==> config.mk <==
export PLATFORM = sky130hd
export DESIGN_NAME = cdpwm_deadband
export DESIGN_NICKNAME = d
export VERILOG_FILES = /design/src/rtl/cdpwm_pkg.sv /design/src/rtl/cdpwm_timebase.sv /design/src/rtl/cdpwm_gate.sv /design/src/rtl/cdpwm_deadband.sv
export SDC_FILE = /design/constraint.sdc
export NUM_CORES = 1
export LEC_CHECK = 0
export ABC_CLOCK_PERIOD_IN_PS = 3900
export BUFFER_PORTS_ARGS = -buffer_cell sky130_fd_sc_hd__buf_2
export CORE_MARGIN = 1.5
export CORE_UTILIZATION = 60
export DETAILED_ROUTE_END_ITERATION = 7
export PLACE_DENSITY = 0.82
export SLEW_MARGIN = 10
export SYNTH_ARGS = -nofsm -noshare
export SYNTH_HDL_FRONTEND = slang
export SYNTH_SLANG_ARGS = --single-unit
==> constraint.sdc <==
create_clock -name clk -period 3.9 [get_ports clk]
set_clock_uncertainty 0.2 [all_clocks]
set_input_delay 0.78 -clock clk [delete_from_list [all_inputs] [get_ports clk]]
set_output_delay 0.78 -clock clk [all_outputs]
set_load 0.05 [all_outputs]
==> src/rtl/cdpwm_pkg.sv <==
package cdpwm_pkg;
  localparam int NUM_CH = 2;
  typedef enum logic [0:0] {
    CH_MAIN = 1'b0,
    CH_COMP = 1'b1
  } pwm_ch_e;
endpackage

==> src/rtl/cdpwm_timebase.sv <==
module cdpwm_timebase #(
  parameter int CNT_W = 8,
  parameter int DB_W  = 7
) (
  input  logic             clk,
  input  logic             rst,
  input  logic             en,
  input  logic             tick,
  input  logic [CNT_W-1:0] period_i,
  input  logic [CNT_W-1:0] duty_i,
  input  logic [DB_W-1:0]  dead_i,
  output logic [CNT_W-1:0] timer_o,
  output logic [CNT_W-1:0] duty_o,
  output logic [DB_W-1:0]  dead_o,
  output logic [CNT_W-1:0] timer_nxt_o,
  output logic [CNT_W-1:0] duty_nxt_o,
  output logic             step_o
);
  logic [CNT_W-1:0] timer_q, per_q, duty_q;
  logic [DB_W-1:0]  dead_q;
  logic             wrap;

  assign wrap        = (timer_q == per_q);
  assign step_o      = en & tick;
  assign timer_nxt_o = wrap ? '0 : timer_q + 1'b1;
  assign duty_nxt_o  = wrap ? duty_i : duty_q;

  always_ff @(posedge clk) begin
    if (rst) begin
      timer_q <= '0;
      per_q   <= '0;
      duty_q  <= '0;
      dead_q  <= '0;
    end else if (!en) begin
      timer_q <= '0;
      per_q   <= period_i;
      duty_q  <= duty_i;
      dead_q  <= dead_i;
    end else if (tick) begin
      timer_q <= timer_nxt_o;
      if (wrap) begin
        per_q  <= period_i;
        duty_q <= duty_i;
        dead_q <= dead_i;
      end
    end
  end

  assign timer_o = timer_q;
  assign duty_o  = duty_q;
  assign dead_o  = dead_q;

  // the timer never passes the captured period
  a_r2_timer_bound: assert property (@(posedge clk) disable iff (rst)
    timer_q <= per_q);
  // shadow period only changes at a wrap or while disabled
  a_r8_shadow_hold: assert property (@(posedge clk) disable iff (rst)
    (en && !(tick && wrap)) |=> $stable(per_q) && $stable(duty_q) && $stable(dead_q));
  // no tick, no timer movement
  a_r10_hold: assert property (@(posedge clk) disable iff (rst)
    (en && !tick) |=> $stable(timer_q));
endmodule

==> src/rtl/cdpwm_gate.sv <==
module cdpwm_gate #(
  parameter int DB_W = 7
) (
  input  logic            clk,
  input  logic            rst,
  input  logic            en,
  input  logic            step,
  input  logic            restart,
  input  logic            in_window,
  input  logic [DB_W-1:0] dead,
  output logic            open_o
);
  logic [DB_W-1:0] cnt_q;

  always_ff @(posedge clk) begin
    if (rst || !en) begin
      cnt_q <= '0;
    end else if (step) begin
      if (restart)
        cnt_q <= '0;
      else if (cnt_q != '1)
        cnt_q <= cnt_q + 1'b1;
    end
  end

  assign open_o = in_window && (cnt_q >= dead);

  // a turn-on point reloads the delay count
  a_r5_reload: assert property (@(posedge clk) disable iff (rst)
    (step && restart) |=> (cnt_q == '0));
  // the count holds without a tick
  a_r10_cnt_hold: assert property (@(posedge clk) disable iff (rst)
    (en && !step) |=> $stable(cnt_q));
endmodule

==> src/rtl/cdpwm_deadband.sv <==
module cdpwm_deadband #(
  parameter int CNT_W = 8,
  parameter int DB_W  = 7
) (
  input  logic             clk,
  input  logic             rst,
  input  logic             en,
  input  logic             tick,
  input  logic [CNT_W-1:0] period_i,
  input  logic [CNT_W-1:0] duty_i,
  input  logic [DB_W-1:0]  dead_i,
  output logic             drv_main_o,
  output logic             drv_comp_o
);
  import cdpwm_pkg::*;

  logic [CNT_W-1:0]  timer, duty_s, timer_nxt, duty_nxt;
  logic [DB_W-1:0]   dead_s;
  logic              step;
  logic [NUM_CH-1:0] restart, window, open;
  logic              main_q, comp_q;

  cdpwm_timebase #(.CNT_W(CNT_W), .DB_W(DB_W)) u_tb (
    .clk(clk), .rst(rst), .en(en), .tick(tick),
    .period_i(period_i), .duty_i(duty_i), .dead_i(dead_i),
    .timer_o(timer), .duty_o(duty_s), .dead_o(dead_s),
    .timer_nxt_o(timer_nxt), .duty_nxt_o(duty_nxt), .step_o(step)
  );

  assign window[CH_MAIN]  = (timer < duty_s);
  assign window[CH_COMP]  = (timer >= duty_s);
  assign restart[CH_MAIN] = (timer_nxt == '0);
  assign restart[CH_COMP] = (timer_nxt == duty_nxt);

  for (genvar ch = 0; ch < NUM_CH; ch++) begin : g_ch
    cdpwm_gate #(.DB_W(DB_W)) u_gate (
      .clk(clk), .rst(rst), .en(en), .step(step),
      .restart(restart[ch]), .in_window(window[ch]),
      .dead(dead_s), .open_o(open[ch])
    );
  end

  always_ff @(posedge clk) begin
    if (rst) begin
      main_q <= 1'b0;
      comp_q <= 1'b0;
    end else begin
      main_q <= en & open[CH_MAIN];
      comp_q <= en & open[CH_COMP];
    end
  end

  assign drv_main_o = main_q;
  assign drv_comp_o = comp_q;

  // no shoot-through
  a_r7_never_both: assert property (@(posedge clk) disable iff (rst)
    !(main_q && comp_q));
  // disable forces both outputs low
  a_r9_off_low: assert property (@(posedge clk) disable iff (rst)
    !en |=> (!main_q && !comp_q));
  // main output rises only after the dead-band has elapsed from period start
  a_r3_rise_after_dead: assert property (@(posedge clk) disable iff (rst)
    $rose(main_q) |-> ($past(timer) >= CNT_W'($past(dead_s))));
  // complement rises only inside its window
  a_r4_comp_window: assert property (@(posedge clk) disable iff (rst)
    $rose(comp_q) |-> ($past(timer) >= $past(duty_s)));
endmodule

==> flow_summary.html, run 1 <==
<table>
<tr><th>Metric</th><th>Value</th></tr>
<tr><th colspan="2">Run</th></tr>
<tr><td>Max-cap violation count</td><td>0</td></tr>
<tr><th colspan="2">Pwr</th></tr>
<tr><td>Pwr dens</td><td>345 nW/um2</td></tr>
<tr><td>Portion of total power attributed to sequential cells</td><td>48.3%</td></tr>
<tr><td>Combinational power share</td><td>16.2%</td></tr>
<tr><td>Internal Pwr Total</td><td>0.000771 W</td></tr>
<tr><td>Net switching component of the power</td><td>0.000300 W</td></tr>
<tr><td>Pleak</td><td>1.33 nW</td></tr>
<tr><td>Maximum vdd drop</td><td>229 uV</td></tr>
<tr><td>Share of power burned in the clock network</td><td>35.4%</td></tr>
<tr><td>Switch share</td><td>between 20 and 30%</td></tr>
<tr><th colspan="2">Synthesis</th></tr>
<tr><td>Largest family of logic cells by synthesized area</td><td>simple AND/OR/NAND/NOR gates</td></tr>
<tr><td>Register bit total from synthesis</td><td>47</td></tr>
<tr><td>Post-synthesis async set-or-reset flop share</td><td>0%</td></tr>
<tr><td>Number of flops mapped to enable cells by yosys</td><td>0</td></tr>
<tr><td>Share of cell area taken by muxes after synthesis</td><td>9.48%</td></tr>
<tr><td>Cell type contributing the most total cell area after synthesis</td><td>sky130_fd_sc_hd__dfxtp_1</td></tr>
<tr><td>Area share of fa/ha/maj cells after synthesis</td><td>11.0%</td></tr>
<tr><td>Post-synthesis share of cell area spent on and, or, nand and nor gates</td><td>19.9%</td></tr>
<tr><td>Cells after Synth</td><td>approximately 330</td></tr>
<tr><td>Area share of the leading cell type in the synthesized netlist</td><td>approximately a third</td></tr>
<tr><td>Number of nets produced by synthesis</td><td>379</td></tr>
<tr><td>Number of distinct library cells after synthesis</td><td>49</td></tr>
<tr><td>Yosys warnings</td><td>0</td></tr>
<tr><td>Post-Synth XOR/XNOR Area</td><td>6.45%</td></tr>
<tr><td>Cell Area, Synth</td><td>~2900 um2</td></tr>
<tr><td>Post-synthesis sequential area ratio</td><td>33.0%</td></tr>
<tr><td>Mean instance size in the synthesized netlist</td><td>roughly 8.7 um2</td></tr>
<tr><td>Largest cells by area after synthesis</td><td>sky130_fd_sc_hd__dfxtp_1, sky130_fd_sc_hd__ha_1, sky130_fd_sc_hd__mux2i_1</td></tr>
<tr><td>Most used DFF post-synth</td><td>sky130_fd_sc_hd__dfxtp_1</td></tr>
<tr><td>Post-synthesis compound-gate area fraction</td><td>approximately 15%</td></tr>
<tr><th colspan="2">Route</th></tr>
<tr><td>Violation count after the first detailed-routing iteration</td><td>218</td></tr>
<tr><td>Count of TritonRoute iterations in the first routing pass</td><td>5</td></tr>
<tr><td>DRC violation count after routing</td><td>0</td></tr>
<tr><td>Wire length per cell after detailed routing</td><td>16.0 um</td></tr>
<tr><td>Aggregate routed wire length</td><td>6430 um</td></tr>
<tr><td>DRT antenna net count</td><td>0</td></tr>
<tr><td>Count of vias placed by the detailed router</td><td>2425</td></tr>
<tr><td>Drt via density</td><td>6.05</td></tr>
<tr><th colspan="2">Worst setup path</th></tr>
<tr><td>Data required time at the worst endpoint</td><td>3.89 ns</td></tr>
<tr><td>Start-to-end type of the worst setup path</td><td>flop to flop</td></tr>
<tr><td>Minimum setup slack among reg-to-reg paths</td><td>about 1.2 ns</td></tr>
<tr><td>Startpoint class of the critical path</td><td>flop</td></tr>
<tr><td>Logic depth of the worst register-to-register path</td><td>7</td></tr>
<tr><td>Arrival time worst endpoint</td><td>2.65 ns</td></tr>
<tr><td>Category of the worst setup path capture point</td><td>flop</td></tr>
<tr><td>Beginning of the worst register-to-register path</td><td>u_tb.timer_o[4]</td></tr>
<tr><td>End of the worst register-to-register path</td><td>u_tb.duty_o[0]</td></tr>
<tr><td>Highest net fanout along the worst path</td><td>23</td></tr>
<tr><th colspan="2">Finish</th></tr>
<tr><td>Number of fillers in the final layout</td><td>351</td></tr>
<tr><td>Synth-to-Final Area Change</td><td>9.00%</td></tr>
<tr><td>End-of-flow core utilization</td><td>69.4%</td></tr>
<tr><td>Count of nets after finishing</td><td>400</td></tr>
<tr><td>Layout cell share with drive strength beyond 1</td><td>13.5%</td></tr>
<tr><td>Antenna diode count</td><td>0</td></tr>
<tr><th colspan="2">STA</th></tr>
<tr><td>Unrepaired setup endpoints after global routing</td><td>no</td></tr>
<tr><td>Transition time at the pin with the least slew margin</td><td>1.01 ns</td></tr>
<tr><td>Maximum clock frequency</td><td>approximately 380 MHz</td></tr>
<tr><td>Number of endpoints failing setup at the final stage</td><td>0</td></tr>
<tr><td>Final Critical Period</td><td>2.66 ns</td></tr>
<tr><td>Max Slew Vio Count</td><td>0</td></tr>
<tr><td>Aggregate negative setup slack</td><td>0 ns</td></tr>
<tr><td>Remaining max-slew budget at the tightest pin</td><td>around a third</td></tr>
<tr><td>Final hold violation count</td><td>0</td></tr>
<tr><td>Final cycle utilization of the critical path</td><td>68.3%</td></tr>
<tr><th colspan="2">Clocking</th></tr>
<tr><td>Sinks on the clock net</td><td>47</td></tr>
<tr><td>Number of hold buffers added after cts</td><td>0</td></tr>
<tr><td>CTS Buf Count</td><td>5</td></tr>
<tr><td>Clock buffer depth</td><td>2</td></tr>
<tr><td>TritonCTS clock tree</td><td>built</td></tr>
<tr><td>Post-cts resize count</td><td>0</td></tr>
<tr><td>Insertion delay to the later sink of the worst-skew pair</td><td>0.31 ns</td></tr>
<tr><td>Clock transition time at the flip-flop clock pins of the worst setup and hold paths</td><td>0.09 ns</td></tr>
<tr><td>Clk Tree Root Cell</td><td>sky130_fd_sc_hd__clkbuf_8</td></tr>
<tr><td>Buffers inserted during post-CTS setup optimization</td><td>0</td></tr>
<tr><td>Number of H-tree levels</td><td>2</td></tr>
<tr><th colspan="2">Global routing</th></tr>
<tr><td>Number of global-route vias before repair</td><td>approximately 2300</td></tr>
<tr><td>Overall fraction of global-route tracks in use</td><td>between 20% and 30%</td></tr>
<tr><td>Overall overflow remaining after global route</td><td>0</td></tr>
<tr><td>Wire length of the first global-routing pass</td><td>10400 um</td></tr>
<tr><td>Initial antenna violation count</td><td>0</td></tr>
<tr><td>Maximum number of pins on one net before global-route repair</td><td>26</td></tr>
<tr><th colspan="2">Die</th></tr>
<tr><td>Die footprint</td><td>5170 um2</td></tr>
<tr><td>Die extent in x</td><td>71.9 um</td></tr>
<tr><td>Number of placement rows</td><td>24</td></tr>
<tr><td>Vert. Die Dim</td><td>71.9 um</td></tr>
<tr><td>Num ports</td><td>29</td></tr>
<tr><td>Area of the core</td><td>about 4500 um2</td></tr>
<tr><td>Effective utilization at floorplan</td><td>63.7%</td></tr>
<tr><th colspan="2">Hold path</th></tr>
<tr><td>Critical hold path startpoint</td><td>u_tb.dead_o[5]</td></tr>
<tr><td>Worst Hold Depth</td><td>2</td></tr>
<tr><td>Min-Delay Path Class</td><td>flop to flop</td></tr>
<tr><td>Hold endpoint</td><td>u_tb.dead_o[5]</td></tr>
<tr><th colspan="2">Status</th></tr>
<tr><td>Result of the run</td><td>finished, final reports clean</td></tr>
<tr><th colspan="2">Placed design</th></tr>
<tr><td>Input/output buffers</td><td>28</td></tr>
<tr><td>Weighted congestion reported at the end of routability-driven placement</td><td>0.950</td></tr>
<tr><td>Hpwl dp</td><td>4760 um</td></tr>
</table>
## synthesized netlist by cell type (3+ instances only)
library cell	number
sky130_fd_sc_hd__a21oi_1	20
sky130_fd_sc_hd__mux2i_1	27
sky130_fd_sc_hd__nand2b_1	6
sky130_fd_sc_hd__xnor2_1	14
sky130_fd_sc_hd__nor3_1	6
sky130_fd_sc_hd__a21o_1	6
sky130_fd_sc_hd__nand3b_1	3
sky130_fd_sc_hd__dfxtp_1	47
sky130_fd_sc_hd__o21a_1	3
sky130_fd_sc_hd__nand3_1	6
sky130_fd_sc_hd__ha_1	25
sky130_fd_sc_hd__buf_2	4
sky130_fd_sc_hd__and3_1	7
sky130_fd_sc_hd__nand4_1	8
sky130_fd_sc_hd__inv_1	17
sky130_fd_sc_hd__xor2_1	7
sky130_fd_sc_hd__nand2_1	17
sky130_fd_sc_hd__nor2_1	39
sky130_fd_sc_hd__nor2b_1	3
sky130_fd_sc_hd__clkbuf_1	8
sky130_fd_sc_hd__o21ai_0	12
sky130_fd_sc_hd__or3_1	7
## layout by cell type, fill, tap and decap left out, types with 3 or more instances in the layout
cell and instances:
sky130_fd_sc_hd__nand2_1 17, sky130_fd_sc_hd__nor3_1 6, sky130_fd_sc_hd__xor2_1 7, sky130_fd_sc_hd__nor2_1 39, sky130_fd_sc_hd__clkbuf_8 5, sky130_fd_sc_hd__or3_1 7, sky130_fd_sc_hd__a21o_1 6, sky130_fd_sc_hd__o21a_1 3
sky130_fd_sc_hd__nand3b_1 3, sky130_fd_sc_hd__ha_1 25, sky130_fd_sc_hd__dfxtp_1 47, sky130_fd_sc_hd__buf_2 28, sky130_fd_sc_hd__xnor2_1 14, sky130_fd_sc_hd__nand2b_1 6, sky130_fd_sc_hd__mux2i_1 27, sky130_fd_sc_hd__nand4_1 8
sky130_fd_sc_hd__o21ai_0 12, sky130_fd_sc_hd__nand3_1 6, sky130_fd_sc_hd__a21oi_1 20, sky130_fd_sc_hd__inv_1 17, sky130_fd_sc_hd__nor2b_1 3, sky130_fd_sc_hd__and3_1 7
## state kept, by name, indices dropped and copies added, names as in the netlist
| name | count |
|---|---|
| drv_comp_o | 1 |
| u_tb.per_q | 8 |
| g_ch.u_gate.cnt_q | 14 |
| drv_main_o | 1 |
| u_tb.duty_o | 8 |
| u_tb.timer_o | 8 |
| u_tb.dead_o | 7 |
## per-stage QoR
stage / total power, W / instances / hold slack [ns] / cell area, um2 / setup WS [ns]
5_1_grt: 0.00112 / 401 / 0.316 / 3110 / 1.03
3_3_place_gp: 0.000696 / 393 / 0.274 / 2990 / 1.25
2_1_floorplan: 0.000650 / 327 / 0.261 / 2850 / 1.51
4_1_cts: 0.00107 / 401 / 0.306 / 3110 / 1.25
6_report: 0.00107 / 401 / 0.301 / 3110 / 1.24
3_5_place_dp: 0.000700 / 393 / 0.285 / 2990 / 1.16
## critical path, stage by stage, from the launching register on
cell and delay, ns:
sky130_fd_sc_hd__dfxtp_1 0.62, sky130_fd_sc_hd__xnor2_1 0.15, sky130_fd_sc_hd__nand4_1 0.16, sky130_fd_sc_hd__nor2_1 0.07, sky130_fd_sc_hd__buf_4 0.19, sky130_fd_sc_hd__a21boi_4 0.80, sky130_fd_sc_hd__mux2i_1 0.28, sky130_fd_sc_hd__nor2_1 0.06
## cell type report
| type | instances | area [um2] | area share (%) |
|---|---|---|---|
| Clock buffer | 5 | 68.8 | 2.22 |
| Clock inverter | 3 | 47.5 | 1.53 |
| Inverter | 17 | 63.8 | 2.05 |
| Multi-Input combinational cell | 248 | 1770 | 57.1 |
| Sequential cell | 47 | 941 | 30.3 |
| Tap cell | 52 | 65.1 | 2.09 |
| Timing Repair Buffer | 29 | 148 | 4.75 |
## logic make-up (layout without fill, tap and decap cells)
logic type | after synthesis | after routing
AO/OA/AOI/OAI | 63 | 63
XOR/XNOR | 21 | 21
adder cells (fa/ha/maj) | 25 | 25
buffers and inverters | 32 | 54
flip-flops | 47 | 47
multiplexers | 27 | 27
AND/OR/NAND/NOR | 112 | 112
## per-layer routing
| metal | track usage, % | vias up | wire (um) |
|---|---|---|---|
| met2 | 40.8 | 98 | 2890 |
| met4 | 10.1 | 0 | 163 |
| met5 | 0 | - | 0 |
| met1 | 34.5 | 1113 | 2930 |
| li1 | - | 1193 | - |
| met3 | 4.86 | 21 | 444 |
## worst max path at each step
stage                     cells past startpoint             from                      end
after floorplan                               6        duty_i[0]  g_ch[1].u_gate.cnt_q[0]
after global placement                        7        duty_i[0]  g_ch[1].u_gate.cnt_q[2]
after detailed placement                      7        duty_i[0]  g_ch[1].u_gate.cnt_q[2]
after CTS                                     7  u_tb.timer_o[4]           u_tb.duty_o[0]
after global routing                          7  u_tb.timer_o[1]  g_ch[1].u_gate.cnt_q[2]
final                                         7  u_tb.timer_o[4]           u_tb.duty_o[0]
## power by group through the flow
stage / Combinational, W / Sequential [W] / Clock (W)
after global placement: 0.000168 / 0.000527 / 0
after CTS: 0.000173 / 0.000517 / 0.000381
after floorplan: 0.000125 / 0.000526 / 0
after detailed placement: 0.000172 / 0.000528 / 0
after global routing: 0.000193 / 0.000520 / 0.000403
final: 0.000174 / 0.000518 / 0.000379
Note: power is estimated with default switching activity, not from simulation.
==> run 2, diff against run 1 <==
--- a/config.mk
+++ b/config.mk
@@ -5,12 +5,13 @@
 export SDC_FILE = /design/constraint.sdc
 export NUM_CORES = 1
 export LEC_CHECK = 0
-export ABC_CLOCK_PERIOD_IN_PS = 3900
+export ABC_AREA = 1
+export ABC_CLOCK_PERIOD_IN_PS = 2510
 export BUFFER_PORTS_ARGS = -buffer_cell sky130_fd_sc_hd__buf_2
 export CORE_MARGIN = 1.5
 export CORE_UTILIZATION = 60
 export DETAILED_ROUTE_END_ITERATION = 7
-export PLACE_DENSITY = 0.82
+export PLACE_DENSITY = 0.81
 export SLEW_MARGIN = 10
 export SYNTH_ARGS = -nofsm -noshare
 export SYNTH_HDL_FRONTEND = slang
==> constraint.sdc (replaced) <==
create_clock -name clk -period 2.51 [get_ports clk]
set_clock_uncertainty 0.2 [all_clocks]
set_input_delay 0.502 -clock clk [delete_from_list [all_inputs] [get_ports clk]]
set_output_delay 0.502 -clock clk [all_outputs]
set_load 0.05 [all_outputs]
==> run 2 against run 1 <==
Effect of this change: clock-buffer cell count up 2; critical path depth up 9; hold slack worse by 0.042 ns; routed wire length up 21%; largest cell class unchanged; highest routed layer unchanged.
==> flow_summary.html, run 2 <==
<table>
<tr><th>Metric</th><th>Value</th></tr>
<tr><th colspan="2">Hold path</th></tr>
<tr><td>Hold endpoint</td><td>u_tb.duty_o[5] (was u_tb.dead_o[5])</td></tr>
<tr><td>Critical hold path startpoint</td><td>duty_i[5] (was u_tb.dead_o[5])</td></tr>
<tr><td>Min-Delay Path Class</td><td>input pin to flop (was flop to flop)</td></tr>
<tr><td>Worst Hold Depth</td><td>3 (was 2)</td></tr>
<tr><th colspan="2">Finish</th></tr>
<tr><td>Antenna diode count</td><td>0 (unchanged)</td></tr>
<tr><td>End-of-flow core utilization</td><td>70.9% (was 69.4%)</td></tr>
<tr><td>Number of fillers in the final layout</td><td>431 (was 351)</td></tr>
<tr><td>Count of nets after finishing</td><td>584 (was 400)</td></tr>
<tr><td>Commonest non-fill, non-tap cell in the layout</td><td>sky130_fd_sc_hd__nand2_1 (was sky130_fd_sc_hd__dfxtp_1)</td></tr>
<tr><td>Flip-flop count of the largest register, all copies and words added</td><td>14 (unchanged)</td></tr>
<tr><td>Synth-to-Final Area Change</td><td>12.5% (was 9.00%)</td></tr>
<tr><td>Layout cell share with drive strength beyond 1</td><td>19.7% (was 13.5%)</td></tr>
<tr><td>Commonest non-fill, non-tap cells in the layout</td><td>sky130_fd_sc_hd__nand2_1, sky130_fd_sc_hd__inv_1, sky130_fd_sc_hd__a21oi_1 (was sky130_fd_sc_hd__dfxtp_1, sky130_fd_sc_hd__nor2_1, sky130_fd_sc_hd__buf_2)</td></tr>
<tr><td>Top register by number of flip-flops</td><td>g_ch.u_gate.cnt_q (unchanged)</td></tr>
<tr><th colspan="2">Pwr</th></tr>
<tr><td>Combinational power share</td><td>25.3% (was 16.2%)</td></tr>
<tr><td>Pleak</td><td>1.71 nW (was 1.33 nW)</td></tr>
<tr><td>Maximum vdd drop</td><td>435 uV (was 229 uV)</td></tr>
<tr><td>Switch share</td><td>32.8% (was 28.0%)</td></tr>
<tr><td>Net switching component of the power</td><td>0.000586 W (was 0.000300 W)</td></tr>
<tr><td>Pwr dens</td><td>488 nW/um2 (was 345 nW/um2)</td></tr>
<tr><td>Final Power</td><td>0.00179 W (was 0.00107 W)</td></tr>
<tr><td>Share of power burned in the clock network</td><td>29.4% (was 35.4%)</td></tr>
<tr><td>Portion of total power attributed to sequential cells</td><td>45.3% (was 48.3%)</td></tr>
<tr><td>Internal Pwr Total</td><td>0.00120 W (was 0.000771 W)</td></tr>
<tr><th colspan="2">Global routing</th></tr>
<tr><td>Overall overflow remaining after global route</td><td>0 (unchanged)</td></tr>
<tr><td>Initial antenna violation count</td><td>0 (unchanged)</td></tr>
<tr><td>Maximum number of pins on one net before global-route repair</td><td>31 (was 26)</td></tr>
<tr><td>Overall fraction of global-route tracks in use</td><td>27.6% (was 25.6%)</td></tr>
<tr><td>Wire length of the first global-routing pass</td><td>13000 um (was 10400 um)</td></tr>
<tr><td>Number of global-route vias before repair</td><td>2807 (was 2304)</td></tr>
<tr><th colspan="2">Worst setup path</th></tr>
<tr><td>Data required time at the worst endpoint</td><td>2.52 ns (was 3.89 ns)</td></tr>
<tr><td>End of the worst register-to-register path</td><td>g_ch[1].u_gate.cnt_q[2] (was u_tb.duty_o[0])</td></tr>
<tr><td>Highest net fanout along the worst path</td><td>7 (was 23)</td></tr>
<tr><td>Logic depth of the worst register-to-register path</td><td>16 (was 7)</td></tr>
<tr><td>Arrival time worst endpoint</td><td>2.30 ns (was 2.65 ns)</td></tr>
<tr><td>Start-to-end type of the worst setup path</td><td>flop to flop (unchanged)</td></tr>
<tr><td>Beginning of the worst register-to-register path</td><td>u_tb.timer_o[2] (was u_tb.timer_o[4])</td></tr>
<tr><td>Minimum setup slack among reg-to-reg paths</td><td>0.22 ns (was 1.24 ns)</td></tr>
<tr><td>Category of the worst setup path capture point</td><td>flop (unchanged)</td></tr>
<tr><td>Startpoint class of the critical path</td><td>flop (unchanged)</td></tr>
<tr><th colspan="2">Synthesis</th></tr>
<tr><td>Yosys warnings</td><td>0 (unchanged)</td></tr>
<tr><td>Cell type contributing the most total cell area after synthesis</td><td>sky130_fd_sc_hd__dfxtp_1 (unchanged)</td></tr>
<tr><td>Cell Area, Synth</td><td>3260 um2 (was 2850 um2)</td></tr>
<tr><td>Number of flops mapped to enable cells by yosys</td><td>0 (unchanged)</td></tr>
<tr><td>Cells after Synth</td><td>493 (was 327)</td></tr>
<tr><td>Area share of the leading cell type in the synthesized netlist</td><td>28.9% (was 33.0%)</td></tr>
<tr><td>Most common library cells after synthesis</td><td>sky130_fd_sc_hd__nand2_1, sky130_fd_sc_hd__inv_1, sky130_fd_sc_hd__dfxtp_1 (was sky130_fd_sc_hd__dfxtp_1, sky130_fd_sc_hd__nor2_1, sky130_fd_sc_hd__mux2i_1)</td></tr>
<tr><td>Mean instance size in the synthesized netlist</td><td>6.61 um2 (was 8.72 um2)</td></tr>
<tr><td>Most used DFF post-synth</td><td>sky130_fd_sc_hd__dfxtp_1 (unchanged)</td></tr>
<tr><td>Number of nets produced by synthesis</td><td>545 (was 379)</td></tr>
<tr><td>Post-synthesis async set-or-reset flop share</td><td>0% (unchanged)</td></tr>
<tr><td>Post-synthesis sequential area ratio</td><td>28.9% (was 33.0%)</td></tr>
<tr><td>Register bit total from synthesis</td><td>47 (unchanged)</td></tr>
<tr><td>Largest cells by area after synthesis</td><td>sky130_fd_sc_hd__dfxtp_1, sky130_fd_sc_hd__nand2_1, sky130_fd_sc_hd__ha_1 (was sky130_fd_sc_hd__dfxtp_1, sky130_fd_sc_hd__ha_1, sky130_fd_sc_hd__mux2i_1)</td></tr>
<tr><td>Cell with the most instances after synthesis</td><td>sky130_fd_sc_hd__nand2_1 (was sky130_fd_sc_hd__dfxtp_1)</td></tr>
<tr><td>Number of distinct library cells after synthesis</td><td>35 (was 49)</td></tr>
<tr><th colspan="2">STA</th></tr>
<tr><td>Final hold violation count</td><td>0 (unchanged)</td></tr>
<tr><td>Final WS setup</td><td>0.220 ns (was 1.24 ns)</td></tr>
<tr><td>Maximum clock frequency</td><td>437 MHz (was 376 MHz)</td></tr>
<tr><td>Unrepaired setup endpoints after global routing</td><td>yes (was no)</td></tr>
<tr><td>Remaining max-slew budget at the tightest pin</td><td>32.9% (was 32.5%)</td></tr>
<tr><td>Transition time at the pin with the least slew margin</td><td>1.01 ns (about the same)</td></tr>
<tr><td>Final cycle utilization of the critical path</td><td>91.2% (was 68.3%)</td></tr>
<tr><td>Aggregate negative setup slack</td><td>0 ns (unchanged)</td></tr>
<tr><td>Number of endpoints failing setup at the final stage</td><td>0 (unchanged)</td></tr>
<tr><td>Max Slew Vio Count</td><td>0 (unchanged)</td></tr>
<tr><td>Final Critical Period</td><td>2.29 ns (was 2.66 ns)</td></tr>
<tr><td>Hold_ws</td><td>0.260 ns (was 0.301 ns)</td></tr>
<tr><th colspan="2">Clocking</th></tr>
<tr><td>Number of H-tree levels</td><td>2 (unchanged)</td></tr>
<tr><td>Clk Tree Root Cell</td><td>sky130_fd_sc_hd__clkbuf_8 (unchanged)</td></tr>
<tr><td>Sinks on the clock net</td><td>47 (unchanged)</td></tr>
<tr><td>Insertion delay to the later sink of the worst-skew pair</td><td>0.31 ns (about the same)</td></tr>
<tr><td>TritonCTS clock tree</td><td>built (unchanged)</td></tr>
<tr><td>Clock transition time at the flip-flop clock pins of the worst setup and hold paths</td><td>0.09 ns (about the same)</td></tr>
<tr><td>Clock buffer depth</td><td>2 (unchanged)</td></tr>
<tr><td>CTS Buf Count</td><td>5 (unchanged)</td></tr>
<tr><th colspan="2">Placed design</th></tr>
<tr><td>Hpwl dp</td><td>5720 um (was 4760 um)</td></tr>
<tr><td>Input/output buffers</td><td>28 (unchanged)</td></tr>
<tr><td>Worst setup slack after placement</td><td>0.136 ns (was 1.16 ns)</td></tr>
<tr><td>Weighted congestion reported at the end of routability-driven placement</td><td>0.884 (was 0.950)</td></tr>
<tr><th colspan="2">Die</th></tr>
<tr><td>Die footprint</td><td>5880 um2 (was 5170 um2)</td></tr>
<tr><td>Vert. Die Dim</td><td>76.7 um (was 71.9 um)</td></tr>
<tr><td>Area of the core</td><td>5170 um2 (was 4470 um2)</td></tr>
<tr><td>Number of placement rows</td><td>26 (was 24)</td></tr>
<tr><td>Die extent in x</td><td>76.7 um (was 71.9 um)</td></tr>
<tr><td>Effective utilization at floorplan</td><td>63.0% (was 63.7%)</td></tr>
<tr><td>Num ports</td><td>29 (unchanged)</td></tr>
<tr><th colspan="2">Route</th></tr>
<tr><td>Violation count after the first detailed-routing iteration</td><td>251 (was 218)</td></tr>
<tr><td>Aggregate routed wire length</td><td>7780 um (was 6430 um)</td></tr>
<tr><td>Count of vias placed by the detailed router</td><td>3209 (was 2425)</td></tr>
<tr><td>DRT antenna net count</td><td>0 (unchanged)</td></tr>
<tr><td>Count of TritonRoute iterations in the first routing pass</td><td>5 (unchanged)</td></tr>
<tr><td>DRC violation count after routing</td><td>0 (unchanged)</td></tr>
<tr><td>Drt via density</td><td>5.32 (was 6.05)</td></tr>
<tr><td>Wire length per cell after detailed routing</td><td>12.9 um (was 16.0 um)</td></tr>
<tr><th colspan="2">Run</th></tr>
<tr><td>Max-cap violation count</td><td>0 (unchanged)</td></tr>
<tr><th colspan="2">Status</th></tr>
<tr><td>Result of the run</td><td>finished, final reports clean (unchanged)</td></tr>
</table>
run 2: changes by cell type in the layout (fill, tap and decap cells not counted), sizes merged, moves of 7 or more:
cell   change
buf       +16
and3       -7
nand2    +131
mux2i     -27
xnor2     -10
a21oi     +24
inv       +52
o21ai     +17
nand3     +24
or3        -7
run 2: worst max-delay path, stage by stage (launching register included):
cell                      delay [ns]
sky130_fd_sc_hd__dfxtp_2        0.42
sky130_fd_sc_hd__inv_2          0.04
sky130_fd_sc_hd__nand2_1        0.05
sky130_fd_sc_hd__nand2_1        0.07
sky130_fd_sc_hd__nor2_1         0.12
sky130_fd_sc_hd__nand2_2        0.07
sky130_fd_sc_hd__nor2_4         0.22
sky130_fd_sc_hd__buf_4          0.17
sky130_fd_sc_hd__nand2_2        0.06
sky130_fd_sc_hd__nand3_1        0.10
sky130_fd_sc_hd__nand3_1        0.09
sky130_fd_sc_hd__nor2_1         0.13
sky130_fd_sc_hd__nand2_1        0.07
sky130_fd_sc_hd__nor2_1         0.19
sky130_fd_sc_hd__nor2_1         0.07
sky130_fd_sc_hd__nor2_1         0.10
sky130_fd_sc_hd__nor2_1         0.05
run 2: cell type report:
class                           instances  area, um2  share of cell area [%]
Timing Repair Buffer                   45        268                    7.30
Sequential cell                        47        956                    26.1
Clock inverter                          1       7.51                   0.205
Inverter                               74        278                    7.57
Multi-Input combinational cell        359       1970                    53.8
Clock buffer                            7       96.3                    2.63
Tap cell                               70       87.6                    2.39
run 2: metrics by stage:
stage	instance area, um2	instances
floorplan	3260	493
global placement	3510	590
detailed placement	3510	590
CTS	3610	598
global route	3670	603
finish	3670	603
run 2: cells by family (layout without fill, tap and decap cells):
group,after synthesis,after routing,synth area share (%)
AO/OA/AOI/OAI,90,90,14.8
XOR/XNOR,11,11,2.96
adder cells (fa/ha/maj),25,25,9.60
buffers and inverters,87,127,10.8
flip-flops,47,47,28.9
AND/OR/NAND/NOR,233,233,33.0
run 2: power by group through the flow:
stage | combinational, W | sequential [W] | clock (W)
floorplan | 0.000320 | 0.000826 | 0
global placement | 0.000414 | 0.000825 | 0
detailed placement | 0.000423 | 0.000827 | 0
CTS | 0.000431 | 0.000811 | 0.000531
global route | 0.000509 | 0.000816 | 0.000565
finish | 0.000452 | 0.000810 | 0.000526
run 2: worst max-delay path by stage:
stage / slack [ns] / start / endpoint
after floorplan: 0.36 / u_tb.timer_o[0] / g_ch[1].u_gate.cnt_q[2]
after global placement: 0.20 / u_tb.timer_o[6] / g_ch[1].u_gate.cnt_q[4]
after detailed placement: 0.14 / u_tb.timer_o[1] / g_ch[1].u_gate.cnt_q[4]
after CTS: 0.10 / u_tb.timer_o[0] / g_ch[1].u_gate.cnt_q[4]
after global routing: -0.02 / u_tb.timer_o[0] / u_tb.dead_o[2]
final: 0.22 / u_tb.timer_o[2] / g_ch[1].u_gate.cnt_q[2]
run 2: layer usage:
layer / vias up / track usage (%) / wire length, um
li1: 1663 / - / -
met1: 1410 / 40.1 / 3760
met2: 124 / 41.6 / 3370
met3: 12 / 4.52 / 538
met4: 0 / 8.70 / 112
met5: - / 0 / 0
run 2: what timing repair did:
action                                 in CTS  in global routing
buffers inserted                            0                  5
endpoints found under the hold margin       0                  0
setup endpoints to repair                   0                 22
hold buffers                                0                  0
resized for setup                           0                 11
